<file path="config.mk">
export PLATFORM = sky130hd
export DESIGN_NAME = frmstat_queue
export DESIGN_NICKNAME = d
export VERILOG_FILES = /design/src/rtl/frmstat_pkg.sv /design/src/rtl/frmstat_bytecnt.sv /design/src/rtl/frmstat_ring.sv /design/src/rtl/frmstat_view.sv /design/src/rtl/frmstat_queue.sv
export SDC_FILE = /design/constraint.sdc
export NUM_CORES = 1
export LEC_CHECK = 0
export BUFFER_PORTS_ARGS = -buffer_cell sky130_fd_sc_hd__buf_2
export CAP_MARGIN = 5
export CORE_ASPECT_RATIO = 1.25
export CORE_MARGIN = 1.5
export CORE_UTILIZATION = 60
export CTS_BUF_LIST = sky130_fd_sc_hd__clkbuf_16
export DETAILED_ROUTE_END_ITERATION = 16
export PLACE_DENSITY = 0.79
export SLEW_MARGIN = 20
export SYNTH_ARGS = -nofsm -noshare
export SYNTH_HDL_FRONTEND = slang
export SYNTH_HIERARCHICAL = 1
export SYNTH_SLANG_ARGS = --single-unit
</file>
<file path="constraint.sdc">
create_clock -name clk -period 6 [get_ports clk]
set_clock_uncertainty 0.1 [all_clocks]
set_input_delay 0.6 -clock clk [delete_from_list [all_inputs] [get_ports clk]]
set_output_delay 0.6 -clock clk [all_outputs]
set_load 0.02 [all_outputs]
</file>
<file path="src/rtl/frmstat_pkg.sv">
package frmstat_pkg;

  localparam int unsigned DEF_DEPTH  = 10;
  localparam int unsigned DEF_CNT_W  = 14;
  localparam int unsigned DEF_STAT_W = 5;
  localparam int unsigned DEF_LO_W   = 8;

  typedef enum logic [1:0] {
    ACT_HOLD = 2'b00,
    ACT_PUSH = 2'b01,
    ACT_POP  = 2'b10,
    ACT_BOTH = 2'b11
  } ring_act_e;

endpackage

</file>
<file path="src/rtl/frmstat_bytecnt.sv">
module frmstat_bytecnt #(
  parameter int unsigned CNT_W = frmstat_pkg::DEF_CNT_W
) (
  input  logic             clk,
  input  logic             rst_n,
  input  logic             clear,
  input  logic             byte_en,
  input  logic             frame_end,
  output logic [CNT_W-1:0] cnt_eff
);

  localparam logic [CNT_W-1:0] CNT_MAX = {CNT_W{1'b1}};

  logic [CNT_W-1:0] cnt_q;
  logic [CNT_W-1:0] cnt_d;
  logic             cnt_ld;

  always_comb begin
    cnt_eff = cnt_q;
    if (byte_en && (cnt_q != CNT_MAX)) begin
      cnt_eff = cnt_q + 1'b1;
    end
    cnt_ld = clear || frame_end || byte_en;
    cnt_d  = (clear || frame_end) ? '0 : cnt_eff;
  end

  always_ff @(posedge clk or negedge rst_n) begin
    if (!rst_n) begin
      cnt_q <= '0;
    end else if (cnt_ld) begin
      cnt_q <= cnt_d;
    end
  end

endmodule

</file>
<file path="src/rtl/frmstat_ring.sv">
module frmstat_ring #(
  parameter int unsigned DEPTH = frmstat_pkg::DEF_DEPTH,
  parameter int unsigned W     = 19,
  localparam int unsigned PW   = (DEPTH > 1) ? $clog2(DEPTH) : 1,
  localparam int unsigned LW   = $clog2(DEPTH + 1)
) (
  input  logic          clk,
  input  logic          rst_n,
  input  logic          flush,
  input  logic          push_req,
  input  logic          pop_req,
  input  logic [W-1:0]  wr_data,
  output logic [W-1:0]  rd_data,
  output logic [LW-1:0] level,
  output logic          empty,
  output logic          dropped
);

  import frmstat_pkg::*;

  logic [PW-1:0]      wr_ptr_q, wr_ptr_d;
  logic [PW-1:0]      rd_ptr_q, rd_ptr_d;
  logic [LW-1:0]      level_q, level_d;
  logic               full, pop_ok, push_ok;
  ring_act_e          act;
  logic [DEPTH*W-1:0] slots_flat;

  function automatic logic [PW-1:0] ptr_step(input logic [PW-1:0] p);
    ptr_step = (p == PW'(DEPTH - 1)) ? '0 : p + 1'b1;
  endfunction

  always_comb begin
    empty   = (level_q == '0);
    full    = (level_q == LW'(DEPTH));
    pop_ok  = pop_req && !empty;
    push_ok = push_req && (!full || pop_ok);
    dropped = push_req && !push_ok;
    act     = ring_act_e'({pop_ok, push_ok});
  end

  always_comb begin
    wr_ptr_d = wr_ptr_q;
    rd_ptr_d = rd_ptr_q;
    level_d  = level_q;
    if (flush) begin
      wr_ptr_d = '0;
      rd_ptr_d = '0;
      level_d  = '0;
    end else begin
      case (act)
        ACT_PUSH: begin
          wr_ptr_d = ptr_step(wr_ptr_q);
          level_d  = level_q + LW'(1);
        end
        ACT_POP: begin
          rd_ptr_d = ptr_step(rd_ptr_q);
          level_d  = level_q - LW'(1);
        end
        ACT_BOTH: begin
          wr_ptr_d = ptr_step(wr_ptr_q);
          rd_ptr_d = ptr_step(rd_ptr_q);
        end
        default: ;
      endcase
    end
  end

  always_ff @(posedge clk or negedge rst_n) begin
    if (!rst_n) begin
      wr_ptr_q <= '0;
      rd_ptr_q <= '0;
      level_q  <= '0;
    end else begin
      wr_ptr_q <= wr_ptr_d;
      rd_ptr_q <= rd_ptr_d;
      level_q  <= level_d;
    end
  end

  for (genvar gi = 0; gi < DEPTH; gi++) begin : g_slot
    logic [W-1:0] cell_q;
    logic         cell_we;
    assign cell_we = push_ok && !flush && (wr_ptr_q == PW'(gi));
    always_ff @(posedge clk) begin
      if (cell_we) begin
        cell_q <= wr_data;
      end
    end
    assign slots_flat[gi*W +: W] = cell_q;
  end

  assign rd_data = slots_flat[rd_ptr_q*W +: W];
  assign level   = level_q;

endmodule

</file>
<file path="src/rtl/frmstat_view.sv">
module frmstat_view #(
  parameter int unsigned CNT_W  = frmstat_pkg::DEF_CNT_W,
  parameter int unsigned STAT_W = frmstat_pkg::DEF_STAT_W,
  parameter int unsigned LO_W   = frmstat_pkg::DEF_LO_W,
  localparam int unsigned HI_W  = CNT_W - LO_W + STAT_W + 1
) (
  input  logic              enable,
  input  logic              empty,
  input  logic              ovf,
  input  logic [CNT_W-1:0]  head_cnt,
  input  logic [STAT_W-1:0] head_stat,
  input  logic [LO_W-1:0]   plain_lo,
  input  logic [HI_W-1:0]   plain_hi,
  output logic [LO_W-1:0]   view_lo,
  output logic [HI_W-1:0]   view_hi
);

  always_comb begin
    if (!enable) begin
      view_lo = plain_lo;
      view_hi = plain_hi;
    end else if (empty) begin
      view_lo = '0;
      view_hi = {ovf, {(HI_W-1){1'b0}}};
    end else begin
      view_lo = head_cnt[LO_W-1:0];
      view_hi = {ovf, head_stat, head_cnt[CNT_W-1:LO_W]};
    end
  end

endmodule

</file>
<file path="src/rtl/frmstat_queue.sv">
module frmstat_queue #(
  parameter int unsigned DEPTH  = frmstat_pkg::DEF_DEPTH,
  parameter int unsigned CNT_W  = frmstat_pkg::DEF_CNT_W,
  parameter int unsigned STAT_W = frmstat_pkg::DEF_STAT_W,
  parameter int unsigned LO_W   = frmstat_pkg::DEF_LO_W,
  localparam int unsigned HI_W  = CNT_W - LO_W + STAT_W + 1,
  localparam int unsigned LW    = $clog2(DEPTH + 1)
) (
  input  logic              clk,
  input  logic              rst_n,
  input  logic              q_enable,
  input  logic              byte_stb,
  input  logic              eof_stb,
  input  logic [STAT_W-1:0] eof_status,
  input  logic              rd_hi_stb,
  input  logic [LO_W-1:0]   reg_lo_plain,
  input  logic [HI_W-1:0]   reg_hi_plain,
  output logic [LO_W-1:0]   rd_lo_data,
  output logic [HI_W-1:0]   rd_hi_data,
  output logic              entry_valid,
  output logic [LW-1:0]     fill_level
);

  localparam int unsigned REC_W = CNT_W + STAT_W;

  logic              rst_meta_q;
  logic              rst_int_n;
  logic              flush, byte_en, eof_en, pop_en;
  logic [CNT_W-1:0]  cnt_eff;
  logic [REC_W-1:0]  rec_in, rec_head;
  logic              ring_empty, ring_drop;
  logic              ovf_q, ovf_d;

  always_ff @(posedge clk or negedge rst_n) begin
    if (!rst_n) begin
      rst_meta_q <= 1'b0;
      rst_int_n  <= 1'b0;
    end else begin
      rst_meta_q <= 1'b1;
      rst_int_n  <= rst_meta_q;
    end
  end

  always_comb begin
    flush   = !q_enable;
    byte_en = q_enable && byte_stb;
    eof_en  = q_enable && eof_stb;
    pop_en  = q_enable && rd_hi_stb;
    rec_in  = {eof_status, cnt_eff};
  end

  frmstat_bytecnt #(.CNT_W(CNT_W)) u_bytecnt (
    .clk       (clk),
    .rst_n     (rst_int_n),
    .clear     (flush),
    .byte_en   (byte_en),
    .frame_end (eof_en),
    .cnt_eff   (cnt_eff)
  );

  frmstat_ring #(.DEPTH(DEPTH), .W(REC_W)) u_ring (
    .clk      (clk),
    .rst_n    (rst_int_n),
    .flush    (flush),
    .push_req (eof_en),
    .pop_req  (pop_en),
    .wr_data  (rec_in),
    .rd_data  (rec_head),
    .level    (fill_level),
    .empty    (ring_empty),
    .dropped  (ring_drop)
  );

  always_comb begin
    ovf_d = ovf_q;
    if (flush) begin
      ovf_d = 1'b0;
    end else if (ring_drop) begin
      ovf_d = 1'b1;
    end
  end

  always_ff @(posedge clk or negedge rst_int_n) begin
    if (!rst_int_n) begin
      ovf_q <= 1'b0;
    end else begin
      ovf_q <= ovf_d;
    end
  end

  frmstat_view #(.CNT_W(CNT_W), .STAT_W(STAT_W), .LO_W(LO_W)) u_view (
    .enable    (q_enable),
    .empty     (ring_empty),
    .ovf       (ovf_q),
    .head_cnt  (rec_head[CNT_W-1:0]),
    .head_stat (rec_head[REC_W-1:CNT_W]),
    .plain_lo  (reg_lo_plain),
    .plain_hi  (reg_hi_plain),
    .view_lo   (rd_lo_data),
    .view_hi   (rd_hi_data)
  );

  assign entry_valid = q_enable && !ring_empty;

endmodule

</file>
# Yosys cells after proc, flatten, opt, wreduce, memory -nomap -nowiden
# Cells that the tools add are included.
[classes]
div = 0
n_mux = 16
addsub = 5
reduce_logical = 30
n_mul = 1
eq_ne = 19
shifts = 1
bitwise = 0
order_cmp = 0
[op_table]
columns = ["operator", "count"]
rows = [
  ["$shiftx 190x10->19", 1],
  ["$mux 14", 2],
  ["$mux 4", 7],
  ["$logic_and 1x1->1", 19],
  ["$eq 4x3->1 const B", 4],
  ["$eq 4x4->1 const B", 4],
  ["$mux 8", 2],
  ["$add 14x1->14 const B", 1],
  ["$ne 14x14->1 const B", 1],
  ["$add 4x1->4 const B", 3],
  ["$mux 12", 1],
  ["$mux 11", 1],
  ["$mul 4x5->9 const B", 1],
  ["$eq 4x2->1 const B", 2],
  ["$logic_not 4->1", 2],
  ["$pmux 4 s2", 1],
  ["$eq 2x2->1 const B", 2],
  ["$eq 4x1->1 const B", 1],
  ["$logic_not 1->1", 4],
  ["$ne 2x2->1 const B", 2],
  ["$reduce_or 2->1", 2],
  ["$sub 4x1->4 const B", 1],
  ["$logic_or 1x1->1", 3],
  ["$ne 3x1->1 const B", 1],
  ["other kinds (3)", 4],
]
[totals]
inputBits = 31
mem_bits_ro = 0
out_inout_bits = 25
wordCells = 89
n_memories = 0
ff_bits = 219
ramBits = 0
latchBits = 0

# Logic depth before layout (Yosys ltp)
[depth]
word_depth = 9
ltp_mapped = 8
mapped_depth_nobuf = 8

# By module
# The synthesis kept the hierarchy.
[by_module_without_submodules]
columns = ["mod", "area_each_um2", "cells_each", "n_inst", "seq_area_each_um2"]
rows = [
  ["frmstat_ring", 8104.0, 432, 1, 6005.8],
  ["frmstat_bytecnt", 877.1, 88, 1, 350.3],
  ["frmstat_view", 255.2, 29, 1, 0.0],
  ["frmstat_queue", 121.4, 10, 1, 75.1],
]

# Worst setup path after synthesis
# OpenSTA, ideal clock, no wires.
[synth_timing]
kind = "input to register"
from = "in q_enable"
to = "reg u_ring.g_slot[3].cell_q[0] (enable)"
cell_stages = 4
slack_ns = 2.255
required_time_ns = 5.456
setup_ns = 0.444
n_path_buf = 1
t_arrival_ns = 3.202
cell_sequence = "and2_2 > clkbuf_1 > o211ai_1 > nor4_1"
[synth_between]
elab_chain_len = 6
elab_cells_between_ends = 7
classes_between = "reduce/logical: 7"
[synth_rtl]
columns = ["element", "line_no", "source"]
rows = [
  ["from (decl)", "frmstat_queue.sv:11", "input logic q_enable,"],
  ["$logic_and 1x1->1", "frmstat_queue.sv:48", "pop_en = q_enable && rd_hi_stb;"],
  ["$logic_and 1x1->1", "frmstat_ring.sv:35", "pop_ok = pop_req && !empty;"],
  ["$logic_or 1x1->1", "frmstat_ring.sv:36", "push_ok = push_req && (!full || pop_ok);"],
  ["$logic_and 1x1->1", "frmstat_ring.sv:36", ""],
  ["$logic_and 1x1->1 * (2 in series)", "frmstat_ring.sv:83", "assign cell_we = push_ok && !flush && (wr_ptr_q == PW'(gi));"],
  ["via u_ring.g_slot[3].cell_we", "frmstat_ring.sv:82", "logic cell_we;"],
  ["to (signal assigned)", "frmstat_ring.sv:86", "cell_q <= wr_data;"],
  ["to (decl)", "frmstat_ring.sv:81", "logic [W-1:0] cell_q;"],
]
# Mark *: on every way through the listed nets, which the timed path passes. The rest lies on a longest branch.
# A chain may end at the register's enable or synchronous reset.

# Worst setup path after layout
[layout_timing]
from = "reg u_ring.rd_ptr_q[1]"
to = "out rd_lo_data[3]"
[layout_between]
elab_chain_len = 4
[layout_rtl]
columns = ["element", "line_no", "source"]
rows = [
  ["from (decl)", "frmstat_ring.sv:22", "logic [PW-1:0] rd_ptr_q, rd_ptr_d;"],
  ["from (signal assigned)", "frmstat_ring.sv:75", "rd_ptr_q <= rd_ptr_d;"],
  ["$mul 4x5->9", "frmstat_ring.sv:92", "assign rd_data = slots_flat[rd_ptr_q*W +: W];"],
  ["$shiftx 190x10->19", "frmstat_ring.sv:92", ""],
  ["via rec_head[3]", "frmstat_queue.sv:30", "logic [REC_W-1:0] rec_in, rec_head;"],
  ["$mux 8", "frmstat_view.sv:22", "end else if (empty) begin"],
  ["$mux 8", "frmstat_view.sv:19", "if (!enable) begin"],
  ["to (decl)", "frmstat_queue.sv:18", "output logic [LO_W-1:0] rd_lo_data,"],
]
# The timed path passes the listed nets, and every way through them passes these cells.

==> flow_summary.ini <==
[outcome]
outcome = finished, final reports clean

[finish]
end_of_flow_core_utilization_pct = 69.6
fin_nets = 661
area_growth_synth_to_finish_pct = 12.7
layout.filler_cells = 994
instances_no_fill = 844
antenna_cells_inserted = 0
drive_gt1_share_pct = 30.2

[synthesis]
ys_seq_area_share_pct = 68.7
post_synth_instance_area_mm2 = 0.00936
syn_nets = 596
synth_top_area_cell = sky130_fd_sc_hd__edfxtp_1
async_flop_share_pct = 13.2
synth_largest_type_area_fraction_pct = 61.0
synthesis.area_per_instance_um2 = 16.7
postSynthCellCount = 559
ys_types = 63
synth_enable_flop_cells = 190
netlist_top_cells_area = sky130_fd_sc_hd__edfxtp_1, sky130_fd_sc_hd__mux4_2, sky130_fd_sc_hd__dfrtp_1
yosysWarningCount = 6
synth-seq-cells = 219
synth_flop_cell = sky130_fd_sc_hd__edfxtp_1

[timing]
timing_worst_slew_pin_value_ns = 0.924
slew-limit-headroom_pct = 38.1
maximum_clock_frequency_mhz = 273
finalCritPeriodShare_pct = 61.0
setup_viol_count_final = 0
hold_violation_total_from_the_final_report = 0
min_period_ns = 3.66
timing.final.max_slew_violations = 0
rsz_0062_raised_after_global_routing = no
timing.setup.tns_ns = 0

[detailed_routing]
length_of_routed_wiring_on_met1_um = 7630
drt_iter0_drc = 464
avgRoutedWirePerCell_um = 22.9
route.vias.total = 5364
post_drt_via_cell_ratio = 6.36
routed-wl-met3_um = 1300
drt.antenna.violating_nets = 0
route.met2.wl_um = 9800
detail_route.first_pass.iterations = 7
route.top_layer_used = met4
routed_wl_um = 19300
route.detailed.drc = 0

[floorplan]
die_h_um = 143
die_width_um = 115
die_area_mm2 = 0.0164
placeableCoreArea_mm2 = 0.0151
initial_utilization_pct = 61.8
num_io_pins = 56
placement_rows = 50

[placed_design]
gpl.final_weighted_congestion = 0.858
numPlacedInstances = 807
place.detailed.hpwl_um = 11300
io_buffer_count = 55

[clocking]
cts_tree = yes
cts_hold_buf = 1
h-tree-depth = 1
cts.clk_slew.worst_paths_ns = 0.06
ctsResizeCount = 0
post-cts-setup-buffer-count = 0
cts.sinks = 219
clock-root-buffer = sky130_fd_sc_hd__clkbuf_16
worstSkewPairLatency_ns = 0.49
cts-buffers-inserted = 21
clockBufferDepth = 3

[critical_path]
cp_common_cell = sky130_fd_sc_hd__buf_4
cp_data_arrival_time_ns = 2.96
crit_path_start_kind = register
crit_required_ns = 5.30
cp_cell_sequence = buf_4, nor2_1, buf_4, a221oi_1, a21oi_1, a22o_1, buf_2
end_kind = output port
startpoint_to_endpoint_class_of_the_critical_path = reg2out
worstPathMaxFanout = 28
cpPeakStageDelay_ns = 0.57
critPathSlowestCell = sky130_fd_sc_hd__dfrtp_1

[power_and_ir_drop]
internal-power_mw = 2.38
power_share_of_the_combinational_group_pct = 7.2
clockPowerShare_pct = 37.6
netSwitchingPower_mw = 0.643
static-leakage-power_nw = 3.77
p_per_area_mw_per_mm2 = 287
sw_frac_of_total_pct = 21.3
seq_power_share_pct = 55.2
ir_drop_uv = 198

[grt]
largest_net_degree_at_the_start_of_global_routing = 63
antenna_violations_before_repair = 0
overflow = 0
grt_util_all_layers_pct = 24.2
grt_pass1_vias = 5522
wire_length_of_the_first_global_routing_pass_um = 29500

[job]
max_cap_viol_count = 0

[worst_hold_path]
hold_path.class = reg2async
==> final timing paths <==
path | from | to | slack, ns | cells past startpoint
worst max-delay path | u_ring/rd_ptr_q[1]$_DFFE_PN0P_ | rd_lo_data[3] | 2.34 | 7
worst min-delay path | rst_int_n$_DFF_PN0_ | u_ring/level[3]$_DFFE_PN0P_ | 0.13 | 1
worst max register to register | u_ring/level[0]$_DFFE_PN0P_ | u_ring/level[3]$_DFFE_PN0P_ | 2.92 | 7
worst min register to register | rst_int_n$_DFF_PN0_ | u_ring/level[3]$_DFFE_PN0P_ | 0.13 | 1
max in group asynchronous | rst_n | rst_meta_q$_DFF_PN0_ | 5.37 | 2
min in group clk | rst_meta_q$_DFF_PN0_ | rst_int_n$_DFF_PN0_ | 0.26 | 0
==> power groups by stage <==
stage / clock network, mW / registers (mW) / logic (mW)
after floorplan: 0 / 1.70 / 0.159
after global placement: 0 / 1.71 / 0.196
after detailed placement: 0 / 1.72 / 0.202
after CTS: 1.16 / 1.68 / 0.204
after global routing: 1.21 / 1.67 / 0.234
final: 1.14 / 1.67 / 0.218
==> stage by stage <==
| step | power, mW | instance area (um^2) | hold WS (ns) | worst slack [ns] |
|---|---|---|---|---|
| CTS | 3.04 | 10500 | 0.158 | 2.07 |
| global placement | 1.91 | 9920 | 0.150 | 2.73 |
| floorplan | 1.86 | 9360 | 0.204 | 2.25 |
| detailed placement | 1.92 | 9920 | 0.153 | 2.64 |
| global route | 3.12 | 10500 | 0.183 | 2.21 |
| finish | 3.03 | 10500 | 0.130 | 2.34 |
==> per-layer routing <==
layer	track usage, %	up-vias
met3	3.69	52
met4	9.62	0
met1	31.7	2729
li1	-	2352
met5	0	-
met2	41.0	231
==> layout by cell type, fill, tap and decap left out, types with 5 or more instances in the layout <==
master | netlist | layout
sky130_fd_sc_hd__nand2_1 | 32 | 32
sky130_fd_sc_hd__buf_4 | 0 | 17
sky130_fd_sc_hd__buf_2 | 8 | 55
sky130_fd_sc_hd__a21oi_1 | 30 | 30
sky130_fd_sc_hd__edfxtp_1 | 190 | 190
sky130_fd_sc_hd__dfrtp_1 | 29 | 28
sky130_fd_sc_hd__or3_1 | 5 | 5
sky130_fd_sc_hd__a221oi_1 | 19 | 19
sky130_fd_sc_hd__nor2_1 | 18 | 17
sky130_fd_sc_hd__o21ai_0 | 7 | 7
sky130_fd_sc_hd__inv_1 | 9 | 17
sky130_fd_sc_hd__a22o_1 | 10 | 10
sky130_fd_sc_hd__and2_1 | 8 | 8
sky130_fd_sc_hd__clkbuf_16 | 0 | 21
sky130_fd_sc_hd__ha_1 | 5 | 5
sky130_fd_sc_hd__mux2_2 | 21 | 21
sky130_fd_sc_hd__xor2_1 | 5 | 5
sky130_fd_sc_hd__nand2b_1 | 6 | 6
sky130_fd_sc_hd__mux4_2 | 38 | 38
sky130_fd_sc_hd__a22o_2 | 7 | 7
sky130_fd_sc_hd__nor3_1 | 13 | 8
sky130_fd_sc_hd__nor3_2 | 0 | 5
sky130_fd_sc_hd__nand3_1 | 7 | 7
==> cell families after synthesis <==
logic type / count (synthesis) / share of synthesized area, %
XOR/XNOR: 9 / 0.842
multiplexers: 67 / 12.6
other: 1 / 0.0401
adder cells (fa/ha/maj): 6 / 0.882
flip-flops: 219 / 68.7
buffers and inverters: 42 / 2.05
AO/OA/AOI/OAI: 92 / 7.47
AND/OR/NAND/NOR: 123 / 7.37
==> synth_stat cells (7+ instances only) <==
library cell               number
sky130_fd_sc_hd__nand2_1       32
sky130_fd_sc_hd__mux2_2        21
sky130_fd_sc_hd__nor2_1        18
sky130_fd_sc_hd__a22o_2         7
sky130_fd_sc_hd__a21oi_1       30
sky130_fd_sc_hd__and2_1         8
sky130_fd_sc_hd__mux4_2        38
sky130_fd_sc_hd__nor3_1        13
sky130_fd_sc_hd__inv_1          9
sky130_fd_sc_hd__edfxtp_1     190
sky130_fd_sc_hd__a22o_1        10
sky130_fd_sc_hd__nand3_1        7
sky130_fd_sc_hd__buf_2          8
sky130_fd_sc_hd__clkbuf_1      21
sky130_fd_sc_hd__o21ai_0        7
sky130_fd_sc_hd__a221oi_1      19
sky130_fd_sc_hd__dfrtp_1       29
==> registers in the layout, summed over array words and instances (netlist names) <==
signal	cells
u_ring/rd_ptr_q	4
u_ring/level	4
u_ring/wr_ptr_q	4
u_ring/g_slot.cell_q	190
ovf_q	1
rst_int_n	1
rst_meta_q	1
u_bytecnt/cnt_q	14
==> worst max-delay path, delay by kind of cell (launching register included) <==
kind | cells | cell delay (ns)
buffers and inverters | 3 | 0.90
AOI/OAI and AO/OA | 3 | 0.71
DFF | 1 | 0.57
and+or+nand+nor | 1 | 0.27
==> area by class of cell <==
cell class	instances	area, um^2	area share [%]
Timing Repair Buffer	74	440	4.18
Inverter	10	37.5	0.356
Sequential cell	219	6430	61.0
Clock buffer	21	526	4.98
Multi-Input combinational cell	298	2790	26.4
Tap cell	208	260	2.47
Clock inverter	14	57.6	0.546
Power figures use the tool's default switching activity.
